## src/rtl/pkt_ld_pkg.sv

```systemverilog
package pkt_ld_pkg;
  localparam int unsigned WORD_W = 32;
  localparam int unsigned CNT_W  = 3;

  typedef enum logic [1:0] {
    LD_ABS = 2'd0,
    LD_IDX = 2'd1,
    LD_HDR = 2'd2,
    LD_LEN = 2'd3
  } ld_mode_e;

  typedef enum logic [1:0] {
    SZ_BYTE = 2'd0,
    SZ_HALF = 2'd1,
    SZ_WORD = 2'd2,
    SZ_WALT = 2'd3
  } ld_size_e;

  function automatic logic [CNT_W-1:0] span_bytes(ld_mode_e m, ld_size_e s);
    if (m == LD_LEN) return '0;
    if (m == LD_HDR) return CNT_W'(1);
    case (s)
      SZ_BYTE: return CNT_W'(1);
      SZ_HALF: return CNT_W'(2);
      default: return CNT_W'(4);
    endcase
  endfunction
endpackage

```

## src/rtl/pkt_ld_span.sv

```systemverilog
module pkt_ld_span
  import pkt_ld_pkg::*;
(
  input  logic [1:0]        mode_i,
  input  logic [1:0]        size_i,
  input  logic [WORD_W-1:0] k_i,
  input  logic [WORD_W-1:0] x_i,
  input  logic [WORD_W-1:0] cap_len_i,
  output logic [WORD_W:0]   off_o,
  output logic [CNT_W-1:0]  nbytes_o,
  output logic              fault_o
);
  localparam int unsigned END_W = WORD_W + 2;

  ld_mode_e         mode;
  logic [END_W-1:0] end_w;

  always_comb begin
    mode     = ld_mode_e'(mode_i);
    // 33-bit sum: index + k can never wrap back into bounds
    off_o    = (mode == LD_IDX) ? ({1'b0, x_i} + {1'b0, k_i}) : {1'b0, k_i};
    nbytes_o = span_bytes(mode, ld_size_e'(size_i));
    end_w    = {1'b0, off_o} + {{(END_W-CNT_W){1'b0}}, nbytes_o};
    fault_o  = (mode != LD_LEN) && (end_w > {2'b00, cap_len_i});
  end
endmodule

```

## src/rtl/pkt_ld_fetch.sv

```systemverilog
module pkt_ld_fetch
  import pkt_ld_pkg::*;
#(
  parameter int unsigned BUF_AW = 8
) (
  input  logic              clk_i,
  input  logic              rst_ni,
  input  logic              go_i,
  input  logic [BUF_AW-1:0] off_i,
  input  logic [CNT_W-1:0]  nbytes_i,
  output logic              buf_rd_en_o,
  output logic [BUF_AW-1:0] buf_addr_o,
  input  logic [7:0]        buf_data_i,
  output logic              done_o,
  output logic [WORD_W-1:0] word_o
);
  localparam int unsigned ACC_W = WORD_W - 8;

  logic [BUF_AW-1:0] iss_addr_q;
  logic [CNT_W-1:0]  iss_left_q;
  logic [CNT_W-1:0]  rcv_left_q;
  logic              pend_q;
  logic [ACC_W-1:0]  acc_q;

  assign buf_rd_en_o = (iss_left_q != '0);
  assign buf_addr_o  = iss_addr_q;
  assign done_o      = pend_q && (rcv_left_q == CNT_W'(1));
  assign word_o      = {acc_q, buf_data_i};

  always_ff @(posedge clk_i or negedge rst_ni) begin
    if (!rst_ni) begin
      iss_addr_q <= '0;
      iss_left_q <= '0;
      rcv_left_q <= '0;
      pend_q     <= 1'b0;
      acc_q      <= '0;
    end else begin
      pend_q <= buf_rd_en_o;
      if (go_i) begin
        iss_addr_q <= off_i;
        iss_left_q <= nbytes_i;
        rcv_left_q <= nbytes_i;
        acc_q      <= '0;
      end else begin
        if (buf_rd_en_o) begin
          iss_addr_q <= iss_addr_q + BUF_AW'(1);
          iss_left_q <= iss_left_q - CNT_W'(1);
        end
        if (pend_q) begin
          // big-endian: earlier bytes shift toward the top
          acc_q      <= {acc_q[ACC_W-9:0], buf_data_i};
          rcv_left_q <= rcv_left_q - CNT_W'(1);
        end
      end
    end
  end
endmodule

```

## src/rtl/pkt_ld_rsp.sv

```systemverilog
module pkt_ld_rsp
  import pkt_ld_pkg::*;
(
  input  logic              clk_i,
  input  logic              rst_ni,
  input  logic              load_i,
  input  logic [WORD_W-1:0] data_i,
  input  logic              fault_i,
  input  logic              ready_i,
  output logic              valid_o,
  output logic [WORD_W-1:0] data_o,
  output logic              fault_o
);
  always_ff @(posedge clk_i or negedge rst_ni) begin
    if (!rst_ni) begin
      valid_o <= 1'b0;
      data_o  <= '0;
      fault_o <= 1'b0;
    end else if (load_i) begin
      valid_o <= 1'b1;
      data_o  <= data_i;
      fault_o <= fault_i;
    end else if (valid_o && ready_i) begin
      valid_o <= 1'b0;
    end
  end
endmodule

```

## src/rtl/pkt_field_ld.sv

```systemverilog
module pkt_field_ld
  import pkt_ld_pkg::*;
#(
  parameter int unsigned BUF_AW = 8
) (
  input  logic              clk_i,
  input  logic              rst_ni,
  input  logic              req_valid_i,
  output logic              req_ready_o,
  input  logic [1:0]        req_mode_i,
  input  logic [1:0]        req_size_i,
  input  logic [31:0]       req_k_i,
  input  logic [31:0]       req_x_i,
  input  logic [31:0]       cap_len_i,
  input  logic [31:0]       wire_len_i,
  output logic              buf_rd_en_o,
  output logic [BUF_AW-1:0] buf_addr_o,
  input  logic [7:0]        buf_data_i,
  output logic              rsp_valid_o,
  input  logic              rsp_ready_i,
  output logic [31:0]       rsp_data_o,
  output logic              rsp_fault_o
);
  localparam int unsigned HDR_PAD = WORD_W - 6;

  logic              busy_q;
  ld_mode_e          mode_q;
  logic              accept, quick, go;
  logic [WORD_W:0]   span_off;
  logic [CNT_W-1:0]  span_n;
  logic              span_fault;
  logic              fetch_done;
  logic [WORD_W-1:0] fetch_word;
  logic              rsp_load;
  logic [WORD_W-1:0] rsp_din;
  logic              rsp_fin;

  assign req_ready_o = !busy_q;
  assign accept      = req_valid_i && !busy_q;
  assign quick       = accept && (span_fault || (ld_mode_e'(req_mode_i) == LD_LEN));
  assign go          = accept && !quick;

  pkt_ld_span u_span (
    .mode_i    (req_mode_i),
    .size_i    (req_size_i),
    .k_i       (req_k_i),
    .x_i       (req_x_i),
    .cap_len_i (cap_len_i),
    .off_o     (span_off),
    .nbytes_o  (span_n),
    .fault_o   (span_fault)
  );

  pkt_ld_fetch #(.BUF_AW(BUF_AW)) u_fetch (
    .clk_i       (clk_i),
    .rst_ni      (rst_ni),
    .go_i        (go),
    .off_i       (span_off[BUF_AW-1:0]),
    .nbytes_i    (span_n),
    .buf_rd_en_o (buf_rd_en_o),
    .buf_addr_o  (buf_addr_o),
    .buf_data_i  (buf_data_i),
    .done_o      (fetch_done),
    .word_o      (fetch_word)
  );

  always_comb begin
    rsp_load = quick || fetch_done;
    rsp_fin  = quick && span_fault;
    if (quick)
      rsp_din = span_fault ? '0 : wire_len_i;
    else if (mode_q == LD_HDR)
      rsp_din = {{HDR_PAD{1'b0}}, fetch_word[3:0], 2'b00};
    else
      rsp_din = fetch_word;
  end

  pkt_ld_rsp u_rsp (
    .clk_i   (clk_i),
    .rst_ni  (rst_ni),
    .load_i  (rsp_load),
    .data_i  (rsp_din),
    .fault_i (rsp_fin),
    .ready_i (rsp_ready_i),
    .valid_o (rsp_valid_o),
    .data_o  (rsp_data_o),
    .fault_o (rsp_fault_o)
  );

  always_ff @(posedge clk_i or negedge rst_ni) begin
    if (!rst_ni) begin
      busy_q <= 1'b0;
      mode_q <= LD_ABS;
    end else begin
      if (accept) begin
        busy_q <= 1'b1;
        mode_q <= ld_mode_e'(req_mode_i);
      end else if (rsp_valid_o && rsp_ready_i) begin
        busy_q <= 1'b0;
      end
    end
  end
endmodule

```

## config.mk

```make
export PLATFORM = sky130hd
export DESIGN_NAME = pkt_field_ld
export DESIGN_NICKNAME = d
export VERILOG_FILES = /design/src/rtl/pkt_ld_pkg.sv /design/src/rtl/pkt_ld_span.sv /design/src/rtl/pkt_ld_fetch.sv /design/src/rtl/pkt_ld_rsp.sv /design/src/rtl/pkt_field_ld.sv
export SDC_FILE = /design/constraint.sdc
export NUM_CORES = 1
export LEC_CHECK = 0
export BUFFER_PORTS_ARGS = -buffer_cell sky130_fd_sc_hd__buf_2
export CAP_MARGIN = 20
export CORE_ASPECT_RATIO = 1.2
export CORE_MARGIN = 2
export CORE_UTILIZATION = 50
export DETAILED_ROUTE_END_ITERATION = 6
export GPL_ROUTABILITY_DRIVEN = 1
export PLACE_DENSITY = 0.73
export RECOVER_POWER = 100
export SYNTH_ARGS = -nofsm -noshare
export SYNTH_HDL_FRONTEND = slang
export SYNTH_SLANG_ARGS = --single-unit
```

## constraint.sdc

```tcl
create_clock -name clk_i -period 4 [get_ports clk_i]
set_clock_uncertainty 0.15 [all_clocks]
set_input_delay 0 -clock clk_i [delete_from_list [all_inputs] [get_ports clk_i]]
set_output_delay 0 -clock clk_i [all_outputs]
set_load 0.02 [all_outputs]
```

==> run summary <==
Status: complete, but fails checks
Violated checks: max-capacitance violations, max-slew violations, negative setup slack
Total power: 5.73 mW
WL/cell: 20.2 um
Post-Synthesis Cells: 999
Routed vias: 10374
Die Ht: 142 um
Io pins: 188
Util after Layout: 79.2%
Sequential share of the synthesized area: 24.0%
CP max FO: 8
CTS Buffer Depth: 2
CP peak stage delay: 0.53 ns
DRC viols: 0
Syn_nets: 1217
Switching Fraction: 45.5%
VDD IR max: 0.304 mV
Worst-Margin Slew: 1.90 ns
CTS tree: yes
Required @ worst endpoint: 4.09 ns
Internal power: 3.12 mW
Detailed placer's ending HPWL: 21.8 mm
Sum Neg Setup Slack: -80.62 ns
Compound-Gate Fraction of Synth Area: 26.1%
Largest family of logic cells by synthesized area: compound AO/OA/AOI/OAI gates
Switching pwr: 2.61 mW
Pins Over Slew Limit: 77
Via density: 6.17
Die W: 119 um
Place WS: -1.83 ns
Worst Setup End Kind: flip-flop
Setup Crit Path Kind: primary input to flip-flop
Slew HR: -26.4%
Layout net count: 1686
Gp weighted congestion: 0.965
Commonest non-fill, non-tap cell in the layout: buf_4
Post-synthesis mux area share: 6.01%
Number of synthesized flops with an enable pin: 0
Starting Density: 51.0%
CP Launch Type: primary input
Gate power share: 57.1%
Synth async-reset ratio: 100%
Cell variety after synth: 78
Rows: 50
Peak Freq: 0.192 GHz
Post-synthesis register bit count: 76
Largest net degree at the start of global routing: 77
Reg power frac: 26.5%
PnR worst setup slack: -1.21 ns
Share of post-route cells with drive strength above 1: 36.8%
CP max-delay cell: fa_2
Clock transition at path regs: 0.07 ns
Global-route wire length before repair: 51.1 mm
Multi-input gate area: 6050 um2
Fin crit period: 5.21 ns
XOR/XNOR Fraction of Synth Area: 5.76%
WP depth: 30
Number of global-route vias before repair: 10205
Root cell of the clock tree: clkbuf_16
First DRT Iteration DRCs: 953
Die ar.: 16900 um2
FF/Latch Area: 1900 um2
CTS buffer count: 9
GRT overflow: 0
YS warnings: 0
Worst min-delay path category: primary input to flip-flop
Initial antenna violation count: 0
Post-synthesis cell area: 7910 um2
# diodes: 0
Worst Hold Depth: 7
Power share of the clock group: 16.4%
Syn_area_per_cell: 7.92 um2
FF-to-FF path depth: 6
Area Growth Syn to Fin: 55.4%
Core Area: 15500 um2
Data arrival, critical path: 5.29 ns
PD cells: 466 nW/um2
Pleak: 5.94 nW
PortBufs: 187
Simple-gate portion of the synthesized area: 20.3%
Routed WL: 34.0 mm
Number of setup violations in the final report: 72
Cell family with most CP delay: compound AO/OA/AOI/OAI gates
Post-route design area: 12300 um2
RSZ-0062 raised after global routing: true
Adder-cell share of the synthesized area: 11.9%
Fillers: 1023
H-tree depth: 3
Clock latency on the worst-skew pair: 0.36 ns
WP buf/inv: 6
Main synth FF type: dfrtp_1
Final hold violation count: 0
Max Cap Violations: 1
Total track usage: 37.7%
Routed Antenna Nets: 0
Pre-antenna DRT Iters: 6
Crit share post-route: 130%
Placed Area: 10800 um2
Most frequent cells in the layout: 262 x buf_4, 140 x buf_2, 104 x nand2_1
CTS Sinks: 76
[power by group through the flow]
| stage | sequential, mW | combinational (mW) | clock [mW] |
|---|---|---|---|
| 6_report | 1.52 | 3.27 | 0.941 |
| 3_3_place_gp | 1.43 | 2.68 | 0 |
| 3_5_place_dp | 1.43 | 2.79 | 0 |
| 5_1_grt | 1.53 | 3.46 | 0.965 |
| 2_1_floorplan | 1.64 | 1.56 | 0 |
| 4_1_cts | 1.44 | 3.03 | 0.913 |
[registers in the layout, indices dropped and copies added (netlist names)]
name,count
u_rsp.fault_o,1
u_rsp.valid_o,1
busy_q,1
u_fetch.rcv_left_q,3
mode_q,2
u_rsp.data_o,32
u_fetch.iss_left_q,3
u_fetch.acc_q,24
u_fetch.pend_q,1
u_fetch.buf_addr_o,8
[routing by layer]
metal	vias to the layer above	global-route usage, %	wire length (um)
met5	-	0	0
met2	702	69.8	16900
met3	262	4.66	2430
met4	0	23.6	2800
met1	4843	40.6	11900
li1	4567	-	-
[through the flow]
step	hold slack, ns	cells
2_1_floorplan	-0.446	999
3_3_place_gp	0.0401	1593
3_5_place_dp	0.0454	1593
4_1_cts	0.125	1672
5_1_grt	0.180	1681
6_report	0.159	1681
[worst paths after layout]
path                                         startpoint  slack [ns]                                 to
max                                          req_k_i[0]       -1.21      u_fetch.acc_q[10]$_DFFE_PN0P_
min                                          req_k_i[0]        0.16  u_fetch.buf_addr_o[0]$_DFFE_PN0P_
max reg2reg                    u_fetch.pend_q$_DFF_PN0_        1.33       u_rsp.data_o[25]$_DFFE_PN0P_
min reg2reg                u_rsp.data_o[18]$_DFFE_PN0P_        0.40       u_rsp.data_o[18]$_DFFE_PN0P_
max in group asynchronous                        rst_ni        2.02       u_rsp.data_o[19]$_DFFE_PN0P_
min in group asynchronous                        rst_ni        0.54      u_fetch.acc_q[20]$_DFFE_PN0P_
[worst register-to-register path, delay by kind of cell (launching register included)]
family / cells / cell delay [ns]
DFF: 1 / 0.35
and+or+nand+nor: 1 / 0.71
AOI/OAI and AO/OA: 3 / 0.45
buffers and inverters: 2 / 0.89
[cells in the mapped netlist (all sizes together) (4+ instances only)]
cell type	n	area share, %
nand2	107	5.1
nor2	94	4.5
o21ai	85	5.5
dfrtp	76	24
ha	72	11
a21oi	62	4.0
inv	58	2.8
mux2i	43	5.4
a21o	42	4.0
clkbuf	30	1.4
a2bb2oi	28	3.1
nand4	27	2.1
xnor2	26	2.9
xor2	26	2.9
nand3	22	1.4
buf	20	1.6
nor3	15	1.0
o211ai	14	1.5
nand2b	13	1.0
a211oi	10	1.1
nor4	9	0.79
or3	8	0.63
a22oi	7	0.66
and2	6	0.47
and3	6	0.47
nor2b	6	0.47
nand3b	5	0.47
nor3b	5	0.54
a2111oi	4	0.52
a21boi	4	0.43
a32oi	4	0.44
and4	4	0.44
mux2	4	0.57
o21a	4	0.38
o31ai	4	0.38
or2	4	0.32
[final cells by class]
cell class                      count  share of cell area, %
Timing Repair Buffer              508                   28.7
Tap cell                          208                   2.12
Clock buffer                        9                   1.83
Multi-Input combinational cell    814                   49.2
Clock inverter                      7                  0.865
Inverter                           59                   1.80
Sequential cell                    76                   15.5
[repair_timing]
action	in CTS	in global routing
hold endpoints to repair	123	0
resized for setup	92	30
endpoints found under the setup margin	72	72
setup buffers	13	10
hold buffers	47	0
pin swaps	36	11
gates cloned	3	2
[cells by family after synthesis]
family / Yosys count
multiplexers: 47
AO/OA/AOI/OAI: 305
AND/OR/NAND/NOR: 336
XOR/XNOR: 52
flip-flops: 76
buffers and inverters: 109
adder cells (fa/ha/maj): 74
No activity file was read; power rests on OpenSTA's default activity.
